===== src/rtl/rob_pkg.sv =====
package rob_pkg;
   typedef enum logic [1:0] {
      K_ARITH  = 2'd0,
      K_STORE  = 2'd1,
      K_BRANCH = 2'd2
   } rob_kind_e;
endpackage


===== src/rtl/rob_ptr_ctrl.sv =====
module rob_ptr_ctrl #(
   parameter  int DEPTH = 16,
   localparam int TAG_W = $clog2(DEPTH),
   localparam int PTR_W = TAG_W + 1
) (
   input  logic             clk,
   input  logic             rst_n,
   input  logic             alloc_req_i,
   input  logic             flush_i,
   input  logic [TAG_W-1:0] flush_tag_i,
   input  logic             retire_i,
   input  logic             exc_i,
   output logic             alloc_ok_o,
   output logic             alloc_fire_o,
   output logic [TAG_W-1:0] head_idx_o,
   output logic [TAG_W-1:0] tail_idx_o,
   output logic [DEPTH-1:0] live_o,
   output logic [DEPTH-1:0] kill_o
);
   logic [PTR_W-1:0] head_q, tail_q, head_d, tail_d, count;
   logic [TAG_W-1:0] flush_off;
   logic             full;

   initial begin
      if (DEPTH < 2 || (DEPTH & (DEPTH - 1)) != 0)
         $error("rob_ptr_ctrl: DEPTH must be a power of two of at least 2");
   end

   assign count      = tail_q - head_q;
   assign full       = (count == PTR_W'(DEPTH));
   assign flush_off  = flush_tag_i - head_q[TAG_W-1:0];
   assign head_idx_o = head_q[TAG_W-1:0];
   assign tail_idx_o = tail_q[TAG_W-1:0];

   for (genvar i = 0; i < DEPTH; i++) begin : g_slot
      logic [TAG_W-1:0] age;
      assign age       = TAG_W'(i) - head_q[TAG_W-1:0];
      assign live_o[i] = ({1'b0, age} < count);
      assign kill_o[i] = flush_i && live_o[i] && (age > flush_off);
   end

   assign alloc_ok_o   = !full && !flush_i && !exc_i;
   assign alloc_fire_o = alloc_req_i && alloc_ok_o;

   always_comb begin
      head_d = head_q;
      tail_d = tail_q;
      if (exc_i) begin
         head_d = head_q + PTR_W'(1);
         tail_d = head_q + PTR_W'(1);
      end else begin
         if (retire_i)
            head_d = head_q + PTR_W'(1);
         if (flush_i)
            tail_d = head_q + {1'b0, flush_off} + PTR_W'(1);
         else if (alloc_fire_o)
            tail_d = tail_q + PTR_W'(1);
      end
   end

   always_ff @(posedge clk or negedge rst_n) begin
      if (!rst_n) begin
         head_q <= '0;
         tail_q <= '0;
      end else begin
         head_q <= head_d;
         tail_q <= tail_d;
      end
   end

   AST_NO_OVERFLOW: assert property (@(posedge clk) disable iff (!rst_n)
      count <= PTR_W'(DEPTH));
   AST_EMPTY_NO_RETIRE: assert property (@(posedge clk) disable iff (!rst_n)
      (count == '0) |-> !retire_i);
   AST_FLUSH_TAIL: assert property (@(posedge clk) disable iff (!rst_n)
      (flush_i && !exc_i) |=> tail_q[TAG_W-1:0] == TAG_W'($past(flush_tag_i) + TAG_W'(1)));
endmodule


===== src/rtl/rob_entry_store.sv =====
module rob_entry_store #(
   parameter  int DEPTH  = 16,
   parameter  int DATA_W = 32,
   parameter  int DEST_W = 16,
   parameter  int NSRC   = 2,
   localparam int TAG_W  = $clog2(DEPTH)
) (
   input  logic                   clk,
   input  logic                   rst_n,
   input  logic                   alloc_we_i,
   input  logic [TAG_W-1:0]       alloc_idx_i,
   input  logic [1:0]             alloc_kind_i,
   input  logic [DEST_W-1:0]      alloc_dest_i,
   input  logic                   cmpl_we_i,
   input  logic [TAG_W-1:0]       cmpl_idx_i,
   input  logic [DATA_W-1:0]      cmpl_value_i,
   input  logic                   cmpl_exc_i,
   input  logic [TAG_W-1:0]       head_idx_i,
   output logic [1:0]             head_kind_o,
   output logic [DEST_W-1:0]      head_dest_o,
   output logic [DATA_W-1:0]      head_value_o,
   output logic                   head_done_o,
   output logic                   head_exc_o,
   input  logic [NSRC*TAG_W-1:0]  src_idx_i,
   output logic [NSRC-1:0]        src_done_o,
   output logic [NSRC*DATA_W-1:0] src_value_o
);
   logic [1:0]        kind_q  [DEPTH];
   logic [DEST_W-1:0] dest_q  [DEPTH];
   logic [DATA_W-1:0] value_q [DEPTH];
   logic [DEPTH-1:0]  done_q;
   logic [DEPTH-1:0]  exc_q;

   initial begin
      if (NSRC < 1 || DATA_W < 1 || DEST_W < 1)
         $error("rob_entry_store: NSRC, DATA_W and DEST_W must be positive");
   end

   for (genvar i = 0; i < DEPTH; i++) begin : g_entry
      always_ff @(posedge clk or negedge rst_n) begin
         if (!rst_n) begin
            kind_q[i]  <= '0;
            dest_q[i]  <= '0;
            value_q[i] <= '0;
            done_q[i]  <= 1'b0;
            exc_q[i]   <= 1'b0;
         end else if (alloc_we_i && alloc_idx_i == TAG_W'(i)) begin
            kind_q[i] <= alloc_kind_i;
            dest_q[i] <= alloc_dest_i;
            done_q[i] <= 1'b0;
            exc_q[i]  <= 1'b0;
         end else if (cmpl_we_i && cmpl_idx_i == TAG_W'(i)) begin
            value_q[i] <= cmpl_value_i;
            done_q[i]  <= 1'b1;
            exc_q[i]   <= cmpl_exc_i;
         end
      end
   end

   assign head_kind_o  = kind_q[head_idx_i];
   assign head_dest_o  = dest_q[head_idx_i];
   assign head_value_o = value_q[head_idx_i];
   assign head_done_o  = done_q[head_idx_i];
   assign head_exc_o   = exc_q[head_idx_i];

   for (genvar k = 0; k < NSRC; k++) begin : g_src
      logic [TAG_W-1:0] idx;
      assign idx                           = src_idx_i[k*TAG_W +: TAG_W];
      assign src_done_o[k]                 = done_q[idx];
      assign src_value_o[k*DATA_W +: DATA_W] = value_q[idx];
   end

   AST_ALLOC_CLEARS_DONE: assert property (@(posedge clk) disable iff (!rst_n)
      alloc_we_i |=> !done_q[$past(alloc_idx_i)]);
   AST_CMPL_SETS_DONE: assert property (@(posedge clk) disable iff (!rst_n)
      cmpl_we_i |=> done_q[$past(cmpl_idx_i)]);
endmodule


===== src/rtl/rob_retire.sv =====
module rob_retire #(
   parameter  int DEPTH  = 16,
   parameter  int DATA_W = 32,
   parameter  int DEST_W = 16,
   localparam int TAG_W  = $clog2(DEPTH)
) (
   input  logic              head_live_i,
   input  logic              head_done_i,
   input  logic              head_exc_i,
   input  logic [1:0]        head_kind_i,
   input  logic [DEST_W-1:0] head_dest_i,
   input  logic [DATA_W-1:0] head_value_i,
   input  logic [TAG_W-1:0]  head_idx_i,
   output logic              retire_o,
   output logic              exc_o,
   output logic              reg_wr_en_o,
   output logic [DEST_W-1:0] reg_wr_idx_o,
   output logic [DATA_W-1:0] reg_wr_data_o,
   output logic              st_en_o,
   output logic [DEST_W-1:0] st_addr_o,
   output logic [DATA_W-1:0] st_data_o,
   output logic [TAG_W-1:0]  exc_tag_o
);
   import rob_pkg::*;

   assign retire_o      = head_live_i && head_done_i;
   assign exc_o         = retire_o && head_exc_i;
   assign reg_wr_en_o   = retire_o && !head_exc_i && (head_kind_i == K_ARITH);
   assign st_en_o       = retire_o && !head_exc_i && (head_kind_i == K_STORE);
   assign reg_wr_idx_o  = head_dest_i;
   assign reg_wr_data_o = head_value_i;
   assign st_addr_o     = head_dest_i;
   assign st_data_o     = head_value_i;
   assign exc_tag_o     = head_idx_i;
endmodule


===== src/rtl/spec_rob.sv =====
module spec_rob #(
   parameter  int DEPTH  = 16,
   parameter  int DATA_W = 32,
   parameter  int DEST_W = 16,
   parameter  int NSRC   = 2,
   localparam int TAG_W  = $clog2(DEPTH)
) (
   input  logic                   clk,
   input  logic                   rst_n,
   input  logic                   alloc_valid,
   input  logic [1:0]             alloc_kind,
   input  logic [DEST_W-1:0]      alloc_dest,
   output logic                   alloc_ready,
   output logic [TAG_W-1:0]       alloc_tag,
   input  logic                   cmpl_valid,
   input  logic [TAG_W-1:0]       cmpl_tag,
   input  logic [DATA_W-1:0]      cmpl_value,
   input  logic                   cmpl_exc,
   input  logic                   flush_valid,
   input  logic [TAG_W-1:0]       flush_tag,
   input  logic [NSRC*TAG_W-1:0]  src_tag,
   output logic [NSRC-1:0]        src_ready,
   output logic [NSRC*DATA_W-1:0] src_value,
   output logic                   reg_wr_en,
   output logic [DEST_W-1:0]      reg_wr_idx,
   output logic [DATA_W-1:0]      reg_wr_data,
   output logic                   st_en,
   output logic [DEST_W-1:0]      st_addr,
   output logic [DATA_W-1:0]      st_data,
   output logic                   exc_raise,
   output logic [TAG_W-1:0]       exc_tag
);
   logic             alloc_fire, retire_go, exc_go, cmpl_we;
   logic [TAG_W-1:0] head_idx;
   logic [DEPTH-1:0] live, kill;
   logic [1:0]       head_kind;
   logic [DEST_W-1:0] head_dest;
   logic [DATA_W-1:0] head_value;
   logic             head_done, head_exc;
   logic [NSRC-1:0]  src_done;

   rob_ptr_ctrl #(.DEPTH(DEPTH)) u_ptr (
      .clk          (clk),
      .rst_n        (rst_n),
      .alloc_req_i  (alloc_valid),
      .flush_i      (flush_valid),
      .flush_tag_i  (flush_tag),
      .retire_i     (retire_go),
      .exc_i        (exc_go),
      .alloc_ok_o   (alloc_ready),
      .alloc_fire_o (alloc_fire),
      .head_idx_o   (head_idx),
      .tail_idx_o   (alloc_tag),
      .live_o       (live),
      .kill_o       (kill)
   );

   // a broadcast lands only on a live slot that survives this cycle
   assign cmpl_we = cmpl_valid && live[cmpl_tag] && !kill[cmpl_tag] && !exc_go;

   rob_entry_store #(.DEPTH(DEPTH), .DATA_W(DATA_W), .DEST_W(DEST_W), .NSRC(NSRC)) u_store (
      .clk          (clk),
      .rst_n        (rst_n),
      .alloc_we_i   (alloc_fire),
      .alloc_idx_i  (alloc_tag),
      .alloc_kind_i (alloc_kind),
      .alloc_dest_i (alloc_dest),
      .cmpl_we_i    (cmpl_we),
      .cmpl_idx_i   (cmpl_tag),
      .cmpl_value_i (cmpl_value),
      .cmpl_exc_i   (cmpl_exc),
      .head_idx_i   (head_idx),
      .head_kind_o  (head_kind),
      .head_dest_o  (head_dest),
      .head_value_o (head_value),
      .head_done_o  (head_done),
      .head_exc_o   (head_exc),
      .src_idx_i    (src_tag),
      .src_done_o   (src_done),
      .src_value_o  (src_value)
   );

   for (genvar k = 0; k < NSRC; k++) begin : g_fwd
      assign src_ready[k] = src_done[k] && live[src_tag[k*TAG_W +: TAG_W]];
   end

   rob_retire #(.DEPTH(DEPTH), .DATA_W(DATA_W), .DEST_W(DEST_W)) u_ret (
      .head_live_i   (live[head_idx]),
      .head_done_i   (head_done),
      .head_exc_i    (head_exc),
      .head_kind_i   (head_kind),
      .head_dest_i   (head_dest),
      .head_value_i  (head_value),
      .head_idx_i    (head_idx),
      .retire_o      (retire_go),
      .exc_o         (exc_go),
      .reg_wr_en_o   (reg_wr_en),
      .reg_wr_idx_o  (reg_wr_idx),
      .reg_wr_data_o (reg_wr_data),
      .st_en_o       (st_en),
      .st_addr_o     (st_addr),
      .st_data_o     (st_data),
      .exc_tag_o     (exc_tag)
   );

   assign exc_raise = exc_go;

   AST_ONE_WRITE_PORT: assert property (@(posedge clk) disable iff (!rst_n)
      !(reg_wr_en && st_en));
   AST_EXC_NO_WRITE: assert property (@(posedge clk) disable iff (!rst_n)
      exc_raise |-> (!reg_wr_en && !st_en));
   AST_EXC_EMPTIES: assert property (@(posedge clk) disable iff (!rst_n)
      exc_raise |=> (alloc_tag == TAG_W'($past(exc_tag) + TAG_W'(1))) && !reg_wr_en && !st_en);
endmodule


===== config.mk =====
export PLATFORM = sky130hd
export DESIGN_NAME = spec_rob
export DESIGN_NICKNAME = d
export VERILOG_FILES = /design/src/rtl/rob_pkg.sv /design/src/rtl/rob_ptr_ctrl.sv /design/src/rtl/rob_entry_store.sv /design/src/rtl/rob_retire.sv /design/src/rtl/spec_rob.sv
export SDC_FILE = /design/constraint.sdc
export NUM_CORES = 2
export LEC_CHECK = 0
export CAP_MARGIN = 40
export CORE_MARGIN = 2
export CORE_UTILIZATION = 30
export DETAILED_ROUTE_END_ITERATION = 12
export PLACE_DENSITY = 0.55
export SETUP_SLACK_MARGIN = 0.15
export SYNTH_ARGS = -nofsm -noshare
export SYNTH_HDL_FRONTEND = slang
export SYNTH_HIERARCHICAL = 1
export SYNTH_SLANG_ARGS = --single-unit

===== constraint.sdc =====
create_clock -name clk -period 6.6 [get_ports clk]
set_input_delay 1.32 -clock clk [delete_from_list [all_inputs] [get_ports clk]]
set_output_delay 1.32 -clock clk [all_outputs]
set_load 0.01 [all_outputs]

==> results by group <==
Clock tree
  • CTS clk-pin slew, worst paths: 0.06 ns
  • Clock Latency Late Sink: 0.74 ns
  • CTS Buf Count: 93
  • CTS sink cnt: 842
  • Clock tree from TritonCTS: built
  • Max Buffers Root-to-Sink: 3
  • Cts hold-fix bufs: 0
  • H-tree levels: 3
  • Root Buffer: clkbuf_16

Finish
  • Leading cell type in the layout, fill and taps excluded: dfrtp_1
  • Final non-filler cell total: 5745
  • Syn-to-layout area delta: 16.8%
  • Layout cell share with drive strength beyond 1: 45.2%
  • Filler instances: 15500
  • Design area: 57400 um^2
  • Nets: 3612
  • Most frequent cells in the layout: dfrtp_1, mux2_2, mux4_2

Setup path
  • Setup Crit Path Kind: flop to primary output
  • Buf/Inv on CP: 6
  • Slowest stage delay, CP: 0.53 ns
  • Worst Path Arrival: 4.94 ns
  • Worst path top cell family by delay: adder cells
  • Data required time of the worst path: 5.28 ns
  • Crit path cell chain: inv_1 -> ha_2 -> inv_2 -> fa_1 -> inv_2 -> ha_1 -> a21oi_2 -> inv_1 -> maj3_2 -> maj3_1 -> nand2_2 -> mux4_2 -> mux4_2 -> nand2_4 -> nor4_2 -> buf_4 -> clkdlybuf4s50_1
  • CP startpoint kind: flop
  • CP Capture Type: primary output
  • Crit path max-delay cell type: clkdlybuf4s50_1
  • Crit-path max FO: 5

Pwr
  • Worst ir drop on vdd: 0.000316 V
  • Lkg Pwr: 23.5 nW
  • Power per cell area: 515 nW/um^2

Hold path
  • HP Class: flop to flop

Synth
  • Netlist cell types: 77
  • YS warnings: 6
  • Post-Syn Area per Cell: 14.4 um^2
  • Async set-reset flop share out of synthesis: 100%
  • Post-synth EDFFs: 0
  • Post-synthesis cell area: 49200 um^2
  • Post-Synthesis Cells: 3426
  • Dominant synthesized flop cell: dfrtp_1
  • Sequential area share after synthesis: 42.9%
  • Seq cells post-synth: 842
  • Syn nets: 3542

Die
  • Area of the die: 167000 um^2
  • Core Region: 163000 um^2
  • Top Ports: 246
  • Row count: 148
  • Initial Utilization: 30.2%
  • Overall die width: 409 um
  • Chip height: 409 um

Run status
  • Status: finished, final reports clean

Routing
  • First-pass DRT Iterations: 5
  • Avg Vias per Cell: 5.56
  • Post-route ant nets: 0
  • DR DRC count: 0
  • Routed len/inst: 26.8 um
  • DRT iter0 DRCs: 2501
  • DRT Wirelength: 154000 um
  • Via Count: 31900

Global route
  • Gr usage total: 18.3%
  • Global-route wire length before repair: 229000 um
  • Pin count of the biggest net entering global routing: 158
  • GRT overflow: 0
  • Antenna violations before repair: 24
  • Vias in the first global route: 33400

STA
  • Setup TNS: 0 ns
  • RSZ-0062 raised after global routing: false
  • Worst Max-Slew Pin Slew: 0.977 ns
  • Tcrit/Tclk final: 94.9%
  • F_max: 160 MHz
  • Max_slew headroom: 34.9%
  • Worst hold slack: 0.497 ns
  • Endpoints failing hold: 0
  • Setup ws final: 0.336 ns
  • Clk_skew: 0.0485 ns
  • Final critical-path required period: 6.26 ns
  • Pins Over Slew Limit: 0
  • Final-report setup violation count: 0

Placed design
  • # port buffers: 245
  • Placed Instances: 5572
  • Detailed Place HPWL: 95700 um
  • Routability Congestion: 0.832
  • Worst slack at placement: -0.0267 ns
  • Area after DPL: 54100 um^2

Job
  • MaxCap Viol Count: 0
-- kinds of logic (layout without fill, tap and decap cells) --
kind of cell    Yosys count  after routing  synth area share (%)
mux                    1292           1292                  40.8
fa+ha+maj                64             64                  1.59
xor+xnor                 33             33                 0.664
buf+inv                 455            594                  4.76
flops                   842            842                  42.9
other cells               0              5                     0
simple gates            312            312                  3.01
compound gates          428            428                  6.33
-- state kept, by name, indices dropped and copies added, names as in the netlist --
name and count:
u_store/value_q 512, u_store/dest_q 256, u_store/kind_q 32, u_store/done_q 16, u_store/exc_q 16, u_ptr/head_q 5
u_ptr/tail_q 5
-- where the power goes --
group / internal, W / total [W] / switching (W)
registers: 0.00737 / 0.00901 / 0.00164
logic: 0.00817 / 0.0152 / 0.00700
clock network: 0.00312 / 0.00539 / 0.00227
total: 0.0187 / 0.0296 / 0.0109
-- per-layer routing --
| layer | routed length (um) | global-route usage (%) | part of all wire [%] |
|---|---|---|---|
| met5 | 171 | 0 | 0.11 |
| met3 | 9940 | 4.18 | 6.5 |
| met2 | 72200 | 29.1 | 47 |
| met1 | 66800 | 24.6 | 43 |
| met4 | 4820 | 5.95 | 3.1 |
-- metrics by stage --
step / power [W] / util [%]
after floorplan: 0.0193 / -
after global placement: 0.0237 / 33.2
after detailed placement: 0.0240 / 33.3
after CTS: 0.0296 / 35.2
after global routing: 0.0313 / 35.3
final: 0.0296 / 35.3
-- cell type report --
cell class	count	area (um^2)	area share (%)
diodes	5	12.5	0.0218
clock buffers	133	2690	4.68
clock inverters	31	480	0.837
inverters	33	124	0.216
multi-input cells	2129	26000	45.3
flip-flops and latches	842	21100	36.7
well taps	2175	2720	4.74
repair buffers	397	4280	7.45
-- Yosys cell counts (all sizes together), types with 4 or more instances --
library cell | instances | area, um^2
and3b | 4 | 35.0
a22oi | 239 | 1790
dfrtp | 842 | 21100
a31oi | 6 | 37.5
a21o | 7 | 52.6
maj3 | 20 | 201
o211ai | 7 | 52.6
clkbuf | 180 | 679
ha | 40 | 500
and3 | 6 | 38.8
o21ai | 48 | 244
nand3b | 7 | 52.6
nand2b | 5 | 31.3
buf | 242 | 1540
a21boi | 10 | 75.1
mux2 | 804 | 9050
and2 | 13 | 81.3
o21a | 7 | 52.6
xnor2 | 18 | 173
fa | 4 | 80.1
nand3 | 26 | 130
nor3b | 6 | 50.1
xor2 | 14 | 130
a211oi | 22 | 275
mux4 | 487 | 11000
a21oi | 61 | 309
nor2b | 18 | 113
nand2 | 160 | 621
inv | 33 | 124
nor2 | 47 | 176
-- path summary, 6_finish.rpt --
check / cells after the start / startpoint / slack, ns / endpoint
hold reg to reg: 1 / u_store/kind_q[26] / 0.50 / u_store/kind_q[26]
min in group asynchronous: 1 / rst_n / 0.64 / u_store/dest_q[141]
hold / removal: 1 / u_store/kind_q[26] / 0.50 / u_store/kind_q[26]
setup / recovery: 17 / u_ptr/tail_q[0] / 0.34 / reg_wr_en
setup reg to reg: 23 / u_ptr/tail_q[0] / 0.55 / u_store/value_q[446]
max in group asynchronous: 3 / rst_n / 4.30 / u_store/dest_q[106]
-- what timing repair did --
item / in CTS / in global routing
setup endpoints to repair: 6 / 4
pin swaps: 1 / 1
buffers inserted: 2 / 2
resized for setup: 22 / 9
(Power assumes the default switching activity.)
